<file path="src/rtl/vcd_pkg.sv">
package vcd_pkg;
  localparam int unsigned IO_W       = 8;
  localparam int unsigned BF_BANK_LO = 0;
  localparam int unsigned BF_CHROM   = 3;
  localparam int unsigned BF_COLOUR  = 4;
  localparam int unsigned BF_DOT     = 5;
  localparam int unsigned BF_WIN_EN  = 7;

  typedef enum logic {XL_DRIVE = 1'b0, XL_SENSE = 1'b1} xl_mode_e;
endpackage

</file>
<file path="src/rtl/vcd_port_match.sv">
module vcd_port_match #(
  parameter int unsigned IDX_W = 2
) (
  input  logic                          clk,
  input  logic                          rst,
  input  logic [vcd_pkg::IO_W-1:0]      io_addr,
  input  logic                          iorq,
  input  logic [vcd_pkg::IO_W-IDX_W-1:0] base_cfg,
  output logic [(1<<IDX_W)-1:0]         sel_now,
  output logic [(1<<IDX_W)-1:0]         sel_q
);
  localparam int unsigned NPORT = 1 << IDX_W;

  logic match;
  assign match = iorq && (io_addr[vcd_pkg::IO_W-1:IDX_W] == base_cfg);

  for (genvar g = 0; g < NPORT; g++) begin : g_sel
    assign sel_now[g] = match && (io_addr[IDX_W-1:0] == IDX_W'(g));
  end

  always_ff @(posedge clk) begin
    if (rst) sel_q <= '0;
    else     sel_q <= sel_now;
  end

  assert_sel_onehot_R2: assert property (@(posedge clk) disable iff (rst)
    $onehot0(sel_q));
  assert_no_sel_without_io_R3: assert property (@(posedge clk) disable iff (rst)
    !iorq |=> (sel_q == '0));
endmodule

</file>
<file path="src/rtl/vcd_bank_reg.sv">
module vcd_bank_reg #(
  parameter int unsigned DATA_W = 8
) (
  input  logic              clk,
  input  logic              rst,
  input  logic              we,
  input  logic [DATA_W-1:0] wdata,
  output logic [DATA_W-1:0] bank_q
);
  always_ff @(posedge clk) begin
    if (rst)     bank_q <= '0;
    else if (we) bank_q <= wdata;
  end

  assert_hold_R4: assert property (@(posedge clk) disable iff (rst)
    !we |=> $stable(bank_q));
  assert_load_R4: assert property (@(posedge clk) disable iff (rst)
    we |=> (bank_q == $past(wdata)));
endmodule

</file>
<file path="src/rtl/vcd_window.sv">
module vcd_window #(
  parameter int unsigned ADDR_W = 16,
  parameter int unsigned WIN_W  = 12,
  parameter int unsigned BANK_W = 3,
  parameter int unsigned DATA_W = 8
) (
  input  logic                    clk,
  input  logic                    rst,
  input  logic [ADDR_W-1:0]       addr,
  input  logic                    mreq,
  input  logic [DATA_W-1:0]       bank_q,
  input  vcd_pkg::xl_mode_e       xl_mode,
  input  logic                    xl_drive_high,
  input  logic                    xl_in,
  output logic                    win_hit,
  output logic [WIN_W+BANK_W-1:0] vram_addr,
  output logic                    ram_en,
  output logic                    xl_out,
  output logic                    xl_oe
);
  localparam int unsigned TAG_W = ADDR_W - WIN_W;

  logic in_win, hit_now, en_now;
  assign in_win  = (addr[ADDR_W-1:WIN_W] == {TAG_W{1'b1}});
  assign hit_now = mreq && in_win && bank_q[vcd_pkg::BF_WIN_EN];

  always_comb begin
    if (xl_mode == vcd_pkg::XL_SENSE) en_now = hit_now && xl_in;
    else                              en_now = hit_now;
  end

  always_ff @(posedge clk) begin
    if (rst) begin
      win_hit   <= 1'b0;
      ram_en    <= 1'b0;
      xl_oe     <= 1'b0;
      xl_out    <= 1'b0;
      vram_addr <= '0;
    end else begin
      win_hit   <= hit_now;
      ram_en    <= en_now;
      xl_oe     <= hit_now && (xl_mode == vcd_pkg::XL_DRIVE);
      xl_out    <= xl_drive_high;
      vram_addr <= {bank_q[vcd_pkg::BF_BANK_LO +: BANK_W], addr[WIN_W-1:0]};
    end
  end

  assert_hit_needs_mreq_R6: assert property (@(posedge clk) disable iff (rst)
    win_hit |-> $past(mreq));
  assert_oe_only_on_hit_R8: assert property (@(posedge clk) disable iff (rst)
    xl_oe |-> win_hit);
  assert_sense_needs_line_R9: assert property (@(posedge clk) disable iff (rst)
    (ram_en && $past(xl_mode == vcd_pkg::XL_SENSE)) |-> $past(xl_in));
  assert_closed_window_R7: assert property (@(posedge clk) disable iff (rst)
    !bank_q[vcd_pkg::BF_WIN_EN] |=> !win_hit);
endmodule

</file>
<file path="src/rtl/vidcard_bus_decode.sv">
module vidcard_bus_decode #(
  parameter int unsigned ADDR_W = 16,
  parameter int unsigned DATA_W = 8,
  parameter int unsigned IDX_W  = 2,
  parameter int unsigned WIN_W  = 12,
  parameter int unsigned BANK_W = 3,
  localparam int unsigned BASE_W = vcd_pkg::IO_W - IDX_W,
  localparam int unsigned NPORT  = 1 << IDX_W,
  localparam int unsigned VRAM_W = WIN_W + BANK_W
) (
  input  logic              clk,
  input  logic              rst,
  input  logic [ADDR_W-1:0] addr,
  input  logic [DATA_W-1:0] wdata,
  input  logic              iorq,
  input  logic              mreq,
  input  logic              wr,
  input  logic [BASE_W-1:0] base_cfg,
  input  logic              xl_input_mode,
  input  logic              xl_drive_high,
  input  logic              xl_in,
  output logic [NPORT-1:0]  port_sel,
  output logic [DATA_W-1:0] bank_q,
  output logic              dot_ega,
  output logic              win_hit,
  output logic [VRAM_W-1:0] vram_addr,
  output logic              ram_en,
  output logic              xl_out,
  output logic              xl_oe
);
  logic [NPORT-1:0] sel_now;
  logic             bank_we;
  vcd_pkg::xl_mode_e xl_mode;

  assign xl_mode = xl_input_mode ? vcd_pkg::XL_SENSE : vcd_pkg::XL_DRIVE;
  assign bank_we = wr && sel_now[0];
  assign dot_ega = bank_q[vcd_pkg::BF_DOT];

  vcd_port_match #(.IDX_W(IDX_W)) i_ports (
    .clk(clk), .rst(rst), .io_addr(addr[vcd_pkg::IO_W-1:0]), .iorq(iorq),
    .base_cfg(base_cfg), .sel_now(sel_now), .sel_q(port_sel)
  );

  vcd_bank_reg #(.DATA_W(DATA_W)) i_bank (
    .clk(clk), .rst(rst), .we(bank_we), .wdata(wdata), .bank_q(bank_q)
  );

  vcd_window #(.ADDR_W(ADDR_W), .WIN_W(WIN_W), .BANK_W(BANK_W), .DATA_W(DATA_W)) i_win (
    .clk(clk), .rst(rst), .addr(addr), .mreq(mreq), .bank_q(bank_q),
    .xl_mode(xl_mode), .xl_drive_high(xl_drive_high), .xl_in(xl_in),
    .win_hit(win_hit), .vram_addr(vram_addr), .ram_en(ram_en),
    .xl_out(xl_out), .xl_oe(xl_oe)
  );
endmodule

</file>
<file path="config.mk">
export PLATFORM = sky130hd
export DESIGN_NAME = vidcard_bus_decode
export DESIGN_NICKNAME = d
export VERILOG_FILES = /design/src/rtl/vcd_pkg.sv /design/src/rtl/vcd_port_match.sv /design/src/rtl/vcd_bank_reg.sv /design/src/rtl/vcd_window.sv /design/src/rtl/vidcard_bus_decode.sv
export SDC_FILE = /design/constraint.sdc
export NUM_CORES = 1
export LEC_CHECK = 0
export BUFFER_PORTS_ARGS = -buffer_cell sky130_fd_sc_hd__buf_4
export CAP_MARGIN = 15
export CORE_MARGIN = 2
export CORE_UTILIZATION = 44
export CTS_CLUSTER_DIAMETER = 40
export DETAILED_ROUTE_END_ITERATION = 16
export GPL_TIMING_DRIVEN = 0
export PLACE_DENSITY = 0.81
export SYNTH_ARGS = -nofsm -noshare
export SYNTH_HDL_FRONTEND = slang
export SYNTH_SLANG_ARGS = --single-unit
</file>
<file path="constraint.sdc">
create_clock -name clk -period 3.9 [get_ports clk]
set_input_delay 0.585 -clock clk [delete_from_list [all_inputs] [get_ports clk]]
set_output_delay 0.585 -clock clk [all_outputs]
set_load 0.02 [all_outputs]
</file>
==> run metrics <==
WP data arrival=1.90 ns; top-area cell type share of the netlist area=54.93%; io pins=70; TNS Setup=0 ns; WHS=0.4197 ns; Slew headroom=60.65%; Max Clk Rate=592.2 MHz; Slew Viols, Final=0; post-CTS sizing=0; sequential share of power=48.6%; GRT overflow=0; Comb pwr share=12.4%; initial antenna violation count=0; Reg area=620.6 µm²; Synth async-reset ratio=0%; DRT iter0 DRCs=5; Tot GR Track Use=20.03%; r2r startpoint=i_bank.bank_q[7]; post-place setup slack=1.849 ns; share of cells above drive strength 1=46.41%; R2R Setup Slk=2.88 ns; sw power=148.3 µW; Min-Delay Path Class=input pin to register; final instance area=1772 µm²; post-synth net total=142; sequential share of the synthesized area=54.93%; drt total wl=2663 µm; via count=959; Max rail drop VDD=0.4178 mV; termination of the worst setup path=i_bank.bank_q[0]; crit path max fanout=4; # rows=18; CP required=4.12 ns; leakage power=0.0008455 µW; routed len/inst=12.62 µm; final setup fails=0; Multi-input gate area=483.0 µm²; Slew @ Worst Pin=0.5849 ns; Residual DRC=0; max incr delay on CP=0.45 ns; first-pass GRT wire length=4071 µm; Nets=218; hpwl dp=2150 µm; Syn Area/Cell=10.86 µm²; status=finished clean; RR Endpoint=i_win.ram_en; top cells by area, synth=dfxtp_1 (55%), nor2b_1 (11%), nand2b_1 (8.9%); Clk Latency, worst-skew pair=0.33 ns; die width=54.68 µm; Power Density=377.9 nW/µm²; most common cell in the netlist=dfxtp_1; DRT Pass-1 Iters=4; CTS tree=done; Starting Density=46.02%; switching share of total power=22.15%; largest net degree at the start of global routing=11; area grow syn2layout=56.81%; vias per std cell=4.545; Max-Cap Viols=0; Post-DP Area=1685 µm²; Main synth FF type=dfxtp_1; worst setup margin=2.211 ns; IO Port Bufs=69; P_int=521.2 µW; count of unique library cells instantiated by Yosys=21; post-layout min period=1.689 ns; Slowest cell on crit path=nor4_4; # hold bufs at CTS=0; # H-tree levels=2; Bufs on Longest Clock Path=2; Worst Setup SP=base_cfg[4]; Root Driver=clkbuf_4; FF+latch count, synth=31; crit start category=input pin; clock power share=39.0%; clock sink count=31; total power=669.5 µW; Cell Area, Synth=1130 µm²; vias in the first global route=905; RSZ-0062 raised after global routing=false; CP Class=input pin to register; die area=2989 µm²; Post-CTS Setup Inserts=0; clock-pin slew of the registers on the worst-case setup and hold paths=0.09 ns; Synth area leader=dfxtp_1; final hold viol count=0; clk_skew=0.01226 ns; period utilization=43.30%; fill cell instance count of the final layout=195; antenna cells=0; Worst Reg2Reg Path Length in Cells=3; Inserted Clock Buffers=5; CP Cell Sequence=buf_4, xnor2_1, nand3_1, nor4_4, mux2_2; Die Y=54.68 µm; Core Box Area=2455 µm²; antenna viol nets, final=0; YS warnings=0; Post-Syn Instances=104; crit path capture type=register; Commonest cells post-synth=dfxtp_1 (31), nor2b_1 (19), nand2b_1 (16); GP Congestion=0.7259; EDFF count, synth=0
-- critical path, delay by kind of cell --
| kind | cells | cell delay (ns) |
|---|---|---|
| simple gates | 2 | 0.62 |
| buf+inv | 1 | 0.11 |
| xor+xnor | 1 | 0.20 |
| mux | 1 | 0.38 |
-- area by class of cell --
type                       count  area share (%)
clock inverter                 2           1.977
inverter                       2          0.4237
timing repair buffer          69           29.24
multi-input combinational     67           27.26
sequential                    31           35.03
tap                           30           2.119
buffer                         4           1.059
clock buffer                   6           2.895
-- sequential cells by signal, summed over array words and instances, names as in the netlist --
register,cells
i_win.vram_addr,15
i_bank.bank_q,8
i_ports.sel_q,4
i_win.ram_en,1
i_win.win_hit,1
i_win.xl_oe,1
i_win.xl_out,1
-- routing by layer --
layer / vias to the layer above / GRT usage [%] / wire length (µm)
met3: 5 / 7.104 / 170
met5: - / 0 / 0
met1: 431 / 22.56 / 1011
met4: 0 / 8.750 / 45
li1: 489 / - / -
met2: 34 / 33.73 / 1435
-- layout by cell type (no fill, tap or decap), drive strengths merged --
| cell | count |
|---|---|
| a21oi | 1 |
| and2 | 1 |
| and3 | 1 |
| and3b | 2 |
| buf | 70 |
| bufinv | 1 |
| clkbuf | 9 |
| clkinv | 1 |
| dfxtp | 31 |
| inv | 2 |
| mux2 | 3 |
| mux2i | 5 |
| nand2 | 3 |
| nand2b | 16 |
| nand3 | 5 |
| nand4 | 2 |
| nor2 | 2 |
| nor2b | 19 |
| nor4 | 3 |
| or3 | 1 |
| xnor2 | 3 |
-- cell families after synthesis --
| group | synth area share [%] |
|---|---|
| compound gates | 0.4425 |
| mux | 7.420 |
| simple gates | 31.89 |
| xor+xnor | 2.991 |
| flops | 54.93 |
| buf+inv | 2.326 |
-- per-stage QoR --
stage               instances  util, %
global placement          203    68.65
finish                    211    72.17
CTS                       211    72.17
detailed placement        203    68.65
global route              211    72.17
floorplan                 104        -
-- how the worst min path moves through the flow --
stage,slack [ns],startpoint,to,depth (start not counted)
floorplan,0.55,i_bank.bank_q[3],i_bank.bank_q[3],2
global placement,0.46,i_bank.bank_q[6],i_bank.bank_q[6],2
detailed placement,0.47,i_bank.bank_q[4],i_bank.bank_q[4],2
CTS,0.41,xl_input_mode,i_win.xl_oe,2
global route,0.40,xl_input_mode,i_win.xl_oe,2
finish,0.42,xl_input_mode,i_win.xl_oe,2
-- power groups by stage --
stage          registers [µW]  clock network, µW  logic [µW]
6_report                  326                261        82.7
5_1_grt                   326                278        89.7
4_1_cts                   326                265        83.4
3_5_place_dp              333                  0        83.3
3_3_place_gp              333                  0        80.5
2_1_floorplan             342                  0        26.3
No activity file was read; power rests on OpenSTA's default activity.
